$ cat src/rtl/hpt_walker.sv
`timescale 1ns/1ps
module hpt_walker #(
  parameter int AW       = 32,
  parameter int DW       = 32,
  parameter int PID_W    = 8,
  parameter int VPN_W    = 20,
  parameter int PPN_W    = 20,
  parameter int IDX_W    = 10,
  parameter int HSHIFT   = 2,
  parameter int MAX_HOPS = 8
) (
  input  logic             clk,
  input  logic             rst_n,
  input  logic [AW-1:0]    tbl_base,
  input  logic             req_valid,
  input  logic [PID_W-1:0] req_pid,
  input  logic [VPN_W-1:0] req_vpn,
  output logic             req_ready,
  output logic             mem_rd_en,
  output logic [AW-1:0]    mem_addr,
  input  logic             mem_rd_valid,
  input  logic [DW-1:0]    mem_rd_data,
  output logic             res_done,
  output logic             res_hit,
  output logic [PPN_W-1:0] res_ppn
);
  localparam int ENT_SH = 4;
  localparam int PS_W   = PID_W + HSHIFT;
  localparam int HOP_W  = $clog2(MAX_HOPS + 1);

  typedef enum logic [1:0] {S_IDLE, S_RD, S_WAIT, S_DONE} st_t;
  localparam logic [1:0] W_VPN = 2'd0, W_PID = 2'd1, W_PPN = 2'd2, W_LNK = 2'd3;

  st_t              st;
  logic [1:0]       fld;
  logic [AW-1:0]    cur;
  logic [PID_W-1:0] pid_q;
  logic [VPN_W-1:0] vpn_q;
  logic [HOP_W-1:0] hops;
  logic             hit_q;
  logic [PPN_W-1:0] ppn_q;

  wire [PS_W-1:0]  pid_sh   = PS_W'(req_pid) << HSHIFT;
  wire [IDX_W-1:0] bucket   = req_vpn[IDX_W-1:0] ^ IDX_W'(pid_sh);
  wire [AW-1:0]    head     = tbl_base + (AW'(bucket) << ENT_SH);
  wire             vpn_eq   = mem_rd_data == DW'(vpn_q);
  wire             pid_eq   = mem_rd_data == DW'(pid_q);
  wire             lnk_end  = mem_rd_data == '0;
  wire             last_hop = hops == HOP_W'(MAX_HOPS - 1);

  assign req_ready = st == S_IDLE;
  assign mem_rd_en = st == S_RD;
  assign mem_addr  = cur + (AW'(fld) << 2);
  assign res_done  = st == S_DONE;
  assign res_hit   = hit_q;
  assign res_ppn   = ppn_q;

  always_ff @(posedge clk or negedge rst_n) begin
    if (!rst_n) begin
      st    <= S_IDLE;
      fld   <= W_VPN;
      cur   <= '0;
      pid_q <= '0;
      vpn_q <= '0;
      hops  <= '0;
      hit_q <= 1'b0;
      ppn_q <= '0;
    end else begin
      case (st)
        S_IDLE: if (req_valid) begin
          pid_q <= req_pid;
          vpn_q <= req_vpn;
          cur   <= head;
          fld   <= W_VPN;
          hops  <= '0;
          hit_q <= 1'b0;
          ppn_q <= '0;
          st    <= S_RD;
        end
        S_RD: st <= S_WAIT;
        S_WAIT: if (mem_rd_valid) begin
          case (fld)
            W_VPN: begin
              fld <= vpn_eq ? W_PID : W_LNK;
              st  <= S_RD;
            end
            W_PID: begin
              fld <= pid_eq ? W_PPN : W_LNK;
              st  <= S_RD;
            end
            W_PPN: begin
              hit_q <= 1'b1;
              ppn_q <= mem_rd_data[PPN_W-1:0];
              st    <= S_DONE;
            end
            default: begin
              if (lnk_end || last_hop) begin
                st <= S_DONE;
              end else begin
                cur  <= mem_rd_data[AW-1:0];
                hops <= hops + 1'b1;
                fld  <= W_VPN;
                st   <= S_RD;
              end
            end
          endcase
        end
        default: st <= S_IDLE;
      endcase
    end
  end
endmodule

$ cat config.mk
export PLATFORM = sky130hd
export DESIGN_NAME = hpt_walker
export DESIGN_NICKNAME = d
export VERILOG_FILES = /design/src/rtl/hpt_walker.sv
export SDC_FILE = /design/constraint.sdc
export NUM_CORES = 1
export LEC_CHECK = 0
export CAP_MARGIN = 20
export CORE_MARGIN = 2
export CORE_UTILIZATION = 42
export DETAILED_ROUTE_END_ITERATION = 10
export PLACE_DENSITY_LB_ADDON = 0.08
export SLEW_MARGIN = 20
export SYNTH_ARGS = -nofsm -noshare
export SYNTH_HDL_FRONTEND = slang
export SYNTH_SLANG_ARGS = --single-unit
$ cat constraint.sdc
create_clock -name clk -period 2.7 [get_ports clk]
set_clock_uncertainty 0.05 [all_clocks]
set_input_delay 0.54 -clock clk [delete_from_list [all_inputs] [get_ports clk]]
set_output_delay 0.54 -clock clk [all_outputs]
set_load 0.005 [all_outputs]
# After elaboration in Yosys (flattened, before gate mapping)
# Index checks and enable logic that the tools add are counted.
totals:
  word_cells: 69
  memories: 0
  ff_bits: 89
  in_bits: 96
  latch_bits: 0
  rom_bits: 0
  mem_bits_rw: 0
  output_inout_bits: 56
op_classes:
  muxes: 30
  n_eq_ne: 15
  n_bitwise: 1
  shift: 0
  mul: 0
  div: 0
  reduce_logical: 12
  n_addsub: 3
  n_lt_le_gt_ge: 0
op_table:
  columns: ["op", "count"]
  rows:
  - ["$mux 32", 4]
  - ["$pmux 32 s2", 1]
  - ["$mux 20", 3]
  - ["$pmux 20 s2", 1]
  - ["$add 32x14->32", 1]
  - ["$add 32x4->32", 1]
  - ["$eq 32x20->1", 1]
  - ["$eq 32x8->1", 1]
  - ["$logic_not 32->1", 1]
  - ["$mux 4", 4]
  - ["$mux 2", 7]
  - ["$ne 2x2->1 const B", 6]
  - ["$pmux 2 s3", 2]
  - ["$reduce_and 5->1", 2]
  - ["$xor 10x10->10", 1]
  - ["$pmux 2 s2", 2]
  - ["$pmux 4 s2", 1]
  - ["$eq 2x2->1 const B", 3]
  - ["$add 4x1->4 const B", 1]
  - ["$eq 2x1->1 const B", 2]
  - ["$eq 4x3->1 const B", 1]
  - ["$logic_not 2->1", 2]
  - ["$mux 1", 4]
  - ["$ne 4x4->1 const B", 1]
  - ["7 further kinds", 8]

# Logic depth before layout (Yosys ltp)
# Gate-level depths: netlist of the first run.
logic_depth:
  ltp_word: 6
  ltp_mapped: 10

# Least setup slack after synthesis of the first run
# OpenSTA, ideal clock, no wires.
synth_path:
  path_type: "reg2out"
  from: "register fld[0]"
  to: "output port mem_addr[26]"
  stages_incl_launch_ff: 9
  t_required_ns: 2.110
  setup_slack_ns: 0.293
  t_arrival_ns: 1.817
  cell_sequence: "dfrtp_1 ha_1 inv_1 fa_1 nor2_1 nand2_1 nor2_1 nand2_1 xnor2_1"
synth_between:
  elab_chain_len: 1
synth_rtl:
  columns: ["element", "line", "source"]
  rows:
  - ["start, declared", "35", "logic [1:0] fld;"]
  - ["start signal, assigned", "84", "fld <= vpn_eq ? W_PID : W_LNK;"]
  - ["start signal, assigned", "88", "fld <= pid_eq ? W_PPN : W_LNK;"]
  - ["$add 32x4->32", "53", "assign mem_addr = cur + (AW'(fld) << 2);"]
  - ["end, declared", "20", "output logic [AW-1:0] mem_addr,"]
# Every way passes these cells.

# Worst setup path after layout of the first run
layout_path:
  from: "register cur[2]"
  to: "output port mem_addr[24]"
layout_between:
  elab_chain_len: 1
layout_rtl:
  columns: ["element", "line", "source"]
  rows:
  - ["start, declared", "36", "logic [AW-1:0] cur;"]
  - ["start signal, assigned", "100", "cur <= mem_rd_data[AW-1:0];"]
  - ["$add 32x4->32", "53", null]
# Every way passes these cells.

==> metrics.cfg, run 1 <==
[pwr]
irDropWorstVdd_mv=0.8219
cellPowerDensity_nw_per_um2=900.2
leakagePower_nw=3.769

[global_route]
antenna_found_initial=0
grt_pass1_wl_mm=28.73
gr-total-overflow=0
grt_max_degree=47
grt_use_total_pct=26.37
grt_pass1_vias=5461

[logic_synthesis]
ys_top_cells_by_area=dfrtp_1, nand2_1, xor2_1, xnor2_1, ha_1
syn_nets=741
syn_area_per_cell_um2=8.657
yosysWarningCount=0
async_reset_ff_share_pct=100.0
syn_inst=630
synth_edf_count=0
seq_area_frac_synth_pct=40.84
synth_area_um2=5454
ys_types=48
yosysTopAreaCellShare_pct=40.84
synthTopCellsByCount=nand2_1, dfrtp_1, xor2_1, xnor2_1, nor2_1
synth_flop_cell=dfrtp_1
yosys_register_bits=89
yosysTopAreaCell=dfrtp_1
synth.most_common_cell=nand2_1

[placed_design]
dpl.hpwl_mm=14.01
dpl_cell_area_um2=7721
numPortBuffers=151
place_ws_ns=-0.4987
gp_congestion=0.9034
dp_cells=1008

[hold_path]
hold_class=input pin to flop

[sta]
fin_ws_ns=-0.1134
slew-limit-headroom_pct=57.02
hold_viol=0
fin_crit_sh_pct=104.2
worst_pin_slew_ns=0.6448
report.final.slew_viol_count=0
clock.fmax_mhz=355.4
period_needed_ns=2.813
hold_slack_ns=0.4037
setup_viol=16
rsz0062_at_grt=true

[flow_run]
drv_cap=0

[cells_and_area]
num_antenna_cells=0
fin_util_pct=65.73
stdcell_count=1037
nets=971
design_area_um2=8328
drive_above_1_share_pct=22.43
area_growth_pct=52.70

[cts]
cts_buffers=9
insertion_delay_ns=0.36
clk_transition_reported_paths_ns=0.07
clockRootBuffer=clkbuf_16
cts_tree=built
clockBufferDepth=2
htreeDepth=3
cts_sinks=89

[routing]
drcViolationCount=0
vias=5482
detail-route-antenna-nets=0
drt-total-wl_mm=18.21
dr.first_iter.drc_count=418
wire_per_inst_um=17.56
routed_via_density=5.286
first_pass_iters=7

[critical_path]
cp-start-kind=flop
critical_path_class=flop to output port
crit_family=adder cells
critPathCaptureType=output port
regToRegSetupSlack_ns=0.42
critPathMaxStageDelay_ns=0.40
crit_arrival_ns=2.22
critPathBufInv=3
cp_slowest_cell=dfrtp_1
cp_common_cell=nor2_4
crit_fanout=4
required_ns=2.11
path_cells=ha_4 > inv_2 > fa_2 > nor2_4 > buf_6 > nand2_4 > nor2_4 > nand2_1 > xnor2_1 > buf_2

[die]
rows=41
initial_core_util_pct=43.04
io_pins=152
dieHeight_um=118.0
die_width_um=118.0
die_area_um2=13910
core_area_um2=12670

[status]
status=finished with violations
violations=negative setup slack

## sequential cells by signal (all words and copies together), names as in the netlist
register	count
cur	32
fld	2
hops	4
pid_q	8
res_hit	1
res_ppn	20
st	2
vpn_q	20
## worst min-delay path: stages
cell and delay (ns):
dlymetal6s2s_1 0.12, nand2_1 0.06, nand2_1 0.05
## repair_timing
action / in CTS / in global routing
endpoints found under the setup margin: 30 / 40
hold endpoints to repair: 12 / 0
hold buffers: 1 / 0
pin swaps: 19 / 38
gates resized for setup: 124 / 48
buffers inserted: 7 / 10
## final cells by class
type	count	area, µm²
Inverter	9	33.78
Clock buffer	9	225.2
Clock inverter	7	90.09
Timing Repair Buffer	247	2201
Fill cell	1101	4343
Tap cell	172	215.2
Sequential cell	89	2227
Multi-Input combinational cell	504	3336
## metrics by stage
stage	power, mW	setup TNS [ns]
final	7.497	-0.8094
after CTS	7.427	-1.371
after detailed placement	6.170	-12.37
after global routing	8.028	-2.970
after global placement	6.076	-10.52
after floorplan	4.202	0
## placed cells by master (no fill, tap or decap), types with 7 or more instances in the layout
master / synthesis / layout
nand2_1: 156 / 149
clkdlybuf4s50_1: 0 / 114
dfrtp_1: 89 / 89
buf_4: 3 / 88
xor2_1: 46 / 43
xnor2_1: 43 / 38
nor2_1: 34 / 30
o21ai_0: 29 / 27
buf_2: 7 / 22
nand3_1: 30 / 21
nand4_1: 19 / 19
a21oi_1: 23 / 19
a22o_1: 14 / 14
and3_1: 13 / 12
nor4_1: 10 / 10
o211ai_1: 10 / 10
ha_1: 13 / 9
clkbuf_16: 0 / 9
dlymetal6s2s_1: 0 / 9
nand3_2: 0 / 8
a31oi_1: 8 / 7
## power breakdown
part | total [mW] | switching, mW | internal [mW]
registers | 2.43 | 0.498 | 1.94
clock network | 1.33 | 0.589 | 0.737
logic | 3.74 | 1.83 | 1.90
## final timing paths
check                            start            to  depth (start not counted)
max                             cur[2]  mem_addr[24]                         10
min                         req_vpn[0]      vpn_q[0]                          3
max reg2reg                    hops[0]       cur[16]                          8
min reg2reg                res_ppn[16]   res_ppn[16]                          2
max in group asynchronous        rst_n     vpn_q[16]                          3
min in group asynchronous        rst_n       cur[24]                          2
## layer usage
layer  global-route usage, %  up-vias  routed length, µm
met3                   5.717        8                951
li1                        -     2649                  -
met2                   43.02      172               8805
met4                   6.702        0                124
met1                   35.66     2653               8332
met5                       0        -                  0
## kinds of logic after synthesis
| group | after synthesis | synth area share, % |
|---|---|---|
| AO/OA/AOI/OAI | 108 | 13.40 |
| XOR/XNOR | 89 | 14.29 |
| AND/OR/NAND/NOR | 291 | 24.50 |
| buffers and inverters | 37 | 3.051 |
| multiplexers | 1 | 0.2065 |
| adder cells (fa/ha/maj) | 15 | 3.717 |
| flip-flops | 89 | 40.84 |
No activity file was read; power rests on OpenSTA's default activity.
==> run 2, diff against run 1 <==
- MAX_ROUTING_LAYER: default -> met4
- clock period: 2.7 -> 3.52 ns (I/O delays scaled with it)
==> run 2 against run 1 <==
  * Count of clock-buffer cells in the layout is 1 higher
  * Register-to-register slack better by 0.64 ns
  * The run now ends clean
  * Via count is 4.3% lower
  * Sequential cell count stayed put
  * Wire length is 5.9% lower
  * Non-clock buffer count is 66 lower
  * Critical path type unchanged
  * Final cell count is 6.4% lower
  * Global-route usage is 0.57 points lower
  * Combinational power is 31% lower
  * Critical path depth is 2 lower
  * Die area stayed put
==> metrics.cfg, run 2 (synthesized netlist as in run 1, its figures left out) <==
[global_route]
grt_max_degree=47  ; unchanged
antenna_found_initial=0  ; unchanged
grt_use_total_pct=25.80  ; was 26.37%
gr-total-overflow=0  ; unchanged
grt_pass1_wl_mm=27.33  ; was 28.73 mm
grt_pass1_vias=5211  ; was 5461

[routing]
drt-total-wl_mm=17.14  ; was 18.21 mm
detail-route-antenna-nets=0  ; unchanged
wl_met2_mm=7.935  ; was 8.805 mm
drt-met1-wl_mm=7.696  ; was 8.332 mm
routed_via_density=5.405  ; was 5.286
wire_per_inst_um=17.65  ; was 17.56 µm
vias=5248  ; was 5482
drcViolationCount=0  ; unchanged
dr.first_iter.drc_count=326  ; was 418
first_pass_iters=5  ; was 7
top_layer=met4  ; unchanged
met3WireLength_um=994  ; was 951 µm

[placed_design]
dpl_cell_area_um2=7276  ; was 7721 µm²
dpl.hpwl_mm=13.37  ; was 14.01 mm
dp_cells=952  ; was 1008
place_ws_ns=0.1288  ; was -0.4987 ns
gp_congestion=0.8905  ; was 0.9034
numPortBuffers=151  ; unchanged

[critical_path]
cp-start-kind=flop  ; unchanged
crit_fanout=5  ; was 4
required_ns=2.77  ; was 2.11 ns
critPathCaptureType=output port  ; unchanged
crit_arrival_ns=2.59  ; was 2.22 ns
critical_path_class=flop to output port  ; unchanged

[pwr]
leakagePower_nw=3.299  ; was 3.769 nW
power_frac_comb_pct=47.9  ; was 49.9%
cellPowerDensity_nw_per_um2=707.1  ; was 900.2 nW/µm²
cellInternalPower_mw=3.311  ; was 4.576 mW
power_frac_seq_pct=35.2  ; was 32.5%
p_switching_mw=2.071  ; was 2.921 mW
netSwitchingFraction_pct=38.48  ; was 38.96%
power.share.clock_pct=16.9  ; was 17.7%
irDropWorstVdd_mv=0.3372  ; was 0.8219 mV
total_power_mw=5.382  ; was 7.497 mW

[flow_run]
drv_cap=0  ; unchanged

[cts]
clockBufferDepth=2  ; unchanged
clockRootBuffer=clkbuf_16  ; unchanged
cts_tree=built  ; unchanged
clk_transition_reported_paths_ns=0.07  ; about the same
insertion_delay_ns=0.35  ; was 0.36 ns
hold_buffers=0  ; was 1
cts_sinks=89  ; unchanged
htreeDepth=3  ; unchanged
cts_buffers=9  ; unchanged

[sta]
clock.fmax_mhz=299.3
period_needed_ns=3.341
setup_viol=0  ; was 16
report.final.slew_viol_count=0  ; unchanged
fin_crit_sh_pct=94.92
hold_viol=0  ; unchanged
slew-limit-headroom_pct=31.73  ; was 57.02%
fin_ws_ns=0.1789  ; was -0.1134 ns
hold_slack_ns=0.3169  ; was 0.4037 ns
worst_pin_slew_ns=1.024  ; was 0.6448 ns

[status]
status=finished clean  ; was finished with violations

[hold_path]
hold_class=input pin to asynchronous set/reset pin  ; was input pin to flop

[die]
initial_core_util_pct=43.04  ; unchanged
dieHeight_um=118.0  ; unchanged
die_area_um2=13910  ; unchanged
core_area_um2=12670  ; unchanged
io_pins=152  ; unchanged
rows=41  ; unchanged
die_width_um=118.0  ; unchanged

[cells_and_area]
final_cell_mix=nand2_1, clkdlybuf4s50_1, dfrtp_1  ; unchanged
top_register=cur  ; unchanged
area_growth_pct=39.57  ; was 52.70%
drive_above_1_share_pct=8.135  ; was 22.43%
largest_reg_flops=32  ; unchanged
final_common_cell=nand2_1  ; unchanged
multiInputGateArea_um2=3097  ; was 3336 µm²
design_area_um2=7612  ; was 8328 µm²
fill_cells=1144  ; was 1101
nets=905  ; was 971
stdcell_count=971  ; was 1037
num_antenna_cells=0  ; unchanged
seqCellArea_um2=2230  ; was 2227 µm²

run 2: changes by cell type in the layout (fill, tap and decap cells not counted), moves of 5 or more:
cell | previous run | this run
dlymetal6s2s_1 | 9 | 3
nand3_2 | 8 | 0
nand2_1 | 149 | 156
xnor2_1 | 38 | 43
nand2_2 | 6 | 0
clkdlybuf4s50_1 | 114 | 147
buf_2 | 22 | 0
xnor2_2 | 5 | 0
nand3_1 | 21 | 30
buf_4 | 88 | 29
run 2: worst max-delay path: stages, from the launching register on:
cell	delay [ns]
dfrtp_1	0.41
ha_1	0.29
a21o_1	0.13
nor2b_4	0.20
nand4_1	0.19
nor2_4	0.23
nand3_1	0.11
xnor2_1	0.15
clkdlybuf4s50_1	0.52
run 2: metal layers:
layer	GRT usage, %	up-vias
met5	-	-
met3	4.603	31
met4	11.14	0
met2	40.04	184
met1	33.17	2513
li1	-	2520
run 2: what timing repair did:
| item | CTS | global route |
|---|---|---|
| setup buffers | 0 | 3 |
| pin swaps | 0 | 5 |
| endpoints found under the setup margin | 12 | 14 |
| resized for setup | 5 | 10 |
run 2: path summary, 6_finish.rpt:
check,slack (ns),cells after the start,from,end
min in group clk,0.44,2,res_ppn[18],res_ppn[18]
max in group asynchronous,2.45,2,rst_n,cur[28]
worst max-delay path,0.18,8,fld[1],mem_addr[31]
worst min-delay path,0.32,1,rst_n,cur[27]
worst max register to register,1.06,8,hops[0],cur[16]
worst min register to register,0.44,2,res_ppn[18],res_ppn[18]
run 2: layout make-up:
cell class                      count  share of cell area [%]
Clock buffer                       10                   3.008
Tap cell                          172                   2.827
Multi-Input combinational cell    504                   40.68
Timing Repair Buffer              181                   23.21
Sequential cell                    89                   29.29
Inverter                            9                  0.4438
Clock inverter                      6                  0.5424
run 2: through the flow:
| step | setup TNS (ns) | utilization (%) |
|---|---|---|
| floorplan | 0 | - |
| global placement | 0 | 57.42 |
| detailed placement | 0 | 57.42 |
| CTS | 0 | 59.67 |
| global route | -0.03908 | 60.08 |
| finish | 0 | 60.08 |
run 2: power by group through the flow:
| stage | Sequential, mW | Clock [mW] | Combinational (mW) |
|---|---|---|---|
| after global routing | 1.95 | 0.961 | 2.85 |
| after CTS | 1.89 | 0.924 | 2.60 |
| final | 1.89 | 0.910 | 2.58 |
| after detailed placement | 1.90 | 0 | 2.57 |
| after floorplan | 1.81 | 0 | 1.41 |
| after global placement | 1.89 | 0 | 2.55 |
==> run 3, diff against run 2 <==
- CORE_MARGIN: 2 -> default
==> run 3 against run 2 <==
  * Register-to-register slack lost 0.07 ns
  * Critical path depth is the same
  * Power grew 0.15%
  * Via count is essentially flat
  * Combinational power is essentially flat
  * Final cell count is the same
  * Sequential power is essentially flat
  * Critical endpoint is now mem_addr[14]
  * Fmax shrank 0.19%
==> metrics.cfg, run 3 (synthesized netlist as in run 1, its figures left out) <==
[critical_path]
path_cells=ha_1 > inv_1 > fa_1 > nor2_4 > and2_2 > nand4_1 > xnor2_1 > clkdlybuf4s50_1  ; was ha_1 > a21o_1 > nor2b_4 > nand4_1 > nor2_4 > nand3_1 > xnor2_1 > clkdlybuf4s50_1
critPathCaptureType=output port  ; unchanged
cp_slowest_cell=clkdlybuf4s50_1  ; unchanged
crit_family=adder cells  ; was simple AND/OR/NAND/NOR gates
crit_arrival_ns=2.59  ; about the same
crit_fanout=4  ; was 5
critPathBufInv=2  ; was 1
critPathMaxStageDelay_ns=0.52  ; about the same
required_ns=2.77  ; about the same
cp-start-kind=flop  ; unchanged
critical_path_class=flop to output port  ; unchanged

[sta]
worst_pin_slew_ns=0.9595  ; was 1.024 ns
period_needed_ns=3.347  ; was 3.341 ns
report.final.slew_viol_count=0  ; unchanged
setup_viol=0  ; unchanged
rsz0062_at_grt=false
slew-limit-headroom_pct=36.03  ; was 31.73%
setup_total_negative_slack_ns=0  ; unchanged
fin_ws_ns=0.1727  ; was 0.1789 ns
clock.fmax_mhz=298.7  ; was 299.3 MHz
hold_viol=0  ; unchanged
fin_crit_sh_pct=95.10  ; was 94.92%

[routing]
detail-route-antenna-nets=0  ; unchanged
vias=5250  ; was 5248
wire_per_inst_um=17.20  ; was 17.65 µm
drcViolationCount=0  ; unchanged
first_pass_iters=5  ; unchanged
dr.first_iter.drc_count=307  ; was 326
drt-total-wl_mm=16.70  ; was 17.14 mm
routed_via_density=5.407  ; was 5.405

[hold_path]
hold_class=input pin to asynchronous set/reset pin  ; unchanged

[global_route]
grt_use_total_pct=26.37  ; was 25.80%
grt_max_degree=46  ; was 47
gr-total-overflow=0  ; unchanged
grt_pass1_vias=4917  ; was 5211
antenna_found_initial=0  ; unchanged
grt_pass1_wl_mm=25.61  ; was 27.33 mm

[die]
io_pins=152  ; unchanged
initial_core_util_pct=43.22  ; was 43.04%
rows=41  ; unchanged
die_area_um2=13450  ; was 13910 µm²
core_area_um2=12620  ; was 12670 µm²
die_width_um=116.0  ; was 118.0 µm
dieHeight_um=116.0  ; was 118.0 µm

[placed_design]
dpl.hpwl_mm=13.07  ; was 13.37 mm
numPortBuffers=151  ; unchanged
place_ws_ns=0.1982  ; was 0.1288 ns
gp_congestion=0.9359  ; was 0.8905

[cts]
cts_buffers=9  ; unchanged
clockBufferDepth=2  ; unchanged
cts_sinks=89  ; unchanged
insertion_delay_ns=0.34  ; was 0.35 ns
clockRootBuffer=clkbuf_16  ; unchanged
clk_transition_reported_paths_ns=0.07  ; about the same
cts_tree=built  ; unchanged
htreeDepth=3  ; unchanged

[cells_and_area]
area_growth_pct=39.23  ; was 39.57%
nets=905  ; unchanged
final_cell_mix=nand2_1, clkdlybuf4s50_1, dfrtp_1  ; unchanged
num_antenna_cells=0  ; unchanged
final_common_cell=nand2_1  ; unchanged
largest_reg_flops=32  ; unchanged
top_register=cur  ; unchanged
drive_above_1_share_pct=7.760  ; was 8.135%

[pwr]
leakagePower_nw=3.268  ; was 3.299 nW
cellPowerDensity_nw_per_um2=709.9  ; was 707.1 nW/µm²
power_frac_seq_pct=35.0  ; was 35.2%
irDropWorstVdd_mv=0.4534  ; was 0.3372 mV
power.share.clock_pct=17.1  ; was 16.9%
p_switching_mw=2.067  ; was 2.071 mW
netSwitchingFraction_pct=38.35  ; was 38.48%
cellInternalPower_mw=3.323  ; was 3.311 mW
power_frac_comb_pct=47.9  ; about the same

[status]
status=finished clean  ; unchanged

[flow_run]
drv_cap=0  ; unchanged

-- run 3: cell count changes in the layout (fill, tap and decap cells not counted), moves of 2 or more --
cell             delta
clkdlybuf4s50_1     +3
dlymetal6s2s_1      -3
clkinv_2            -2
dfrtp_1             +2
dfrtp_2             -2
-- run 3: worst paths after layout --
check                       startpoint  depth (start not counted)  slack (ns)            to
max                             fld[0]                          8        0.17  mem_addr[14]
min                              rst_n                          1        0.31       cur[31]
max reg2reg                    hops[0]                          8        0.99       cur[24]
min reg2reg                res_ppn[15]                          2        0.44   res_ppn[15]
max in group asynchronous        rst_n                          2        2.36       hops[0]
min in group clk           res_ppn[15]                          2        0.44   res_ppn[15]
-- run 3: final cells by class --
cell class / count / area [µm²]
fill: 1152 / 5026
multi-input combinational: 504 / 3089
sequential: 89 / 2227
timing repair buffer: 181 / 1747
clock buffer: 11 / 242.7
tap: 172 / 215.2
clock inverter: 5 / 38.79
inverter: 9 / 33.78
-- run 3: stage by stage --
step	utilization [%]	hold WS [ns]	cells	power (mW)	instance area (µm²)
after floorplan	-	0.3584	630	3.223	5454
after global placement	57.67	0.4141	954	4.414	7278
after detailed placement	57.67	0.4251	954	4.467	7278
after CTS	59.92	0.3256	970	5.400	7562
after global routing	60.17	0.3534	971	5.767	7594
final	60.17	0.3127	971	5.391	7594
-- run 3: timing repair --
action                                 4_1_cts  5_1_grt
setup endpoints to repair                    4       16
pin swaps                                    0        2
hold buffers                                 0        0
buffers inserted                             0        1
endpoints found under the hold margin        0        0
gates resized for setup                      1        7
-- run 3: power by group through the flow --
| stage | clock network, mW | logic [mW] | registers (mW) |
|---|---|---|---|
| 3_3_place_gp | 0 | 2.53 | 1.88 |
| 2_1_floorplan | 0 | 1.41 | 1.81 |
| 5_1_grt | 0.978 | 2.84 | 1.95 |
| 4_1_cts | 0.936 | 2.58 | 1.88 |
| 6_report | 0.922 | 2.58 | 1.89 |
| 3_5_place_dp | 0 | 2.57 | 1.90 |
-- run 3: routing by layer --
metal	part of all wire (%)	track usage (%)	up-vias	wire, µm
li1	-	-	2514	-
met1	45	34.12	2516	7512
met2	47	42.26	195	7851
met3	6.1	4.184	25	1021
met4	1.9	8.547	0	313
met5	0	-	-	0
-- run 3: worst reg2reg max path: stages (launching register included) --
cell	delay, ns
dfrtp_1	0.41
ha_1	0.23
nand2_1	0.07
o21a_1	0.15
o31ai_4	0.10
a21oi_2	0.74
buf_4	0.39
o21ai_0	0.14
o21ai_0	0.17
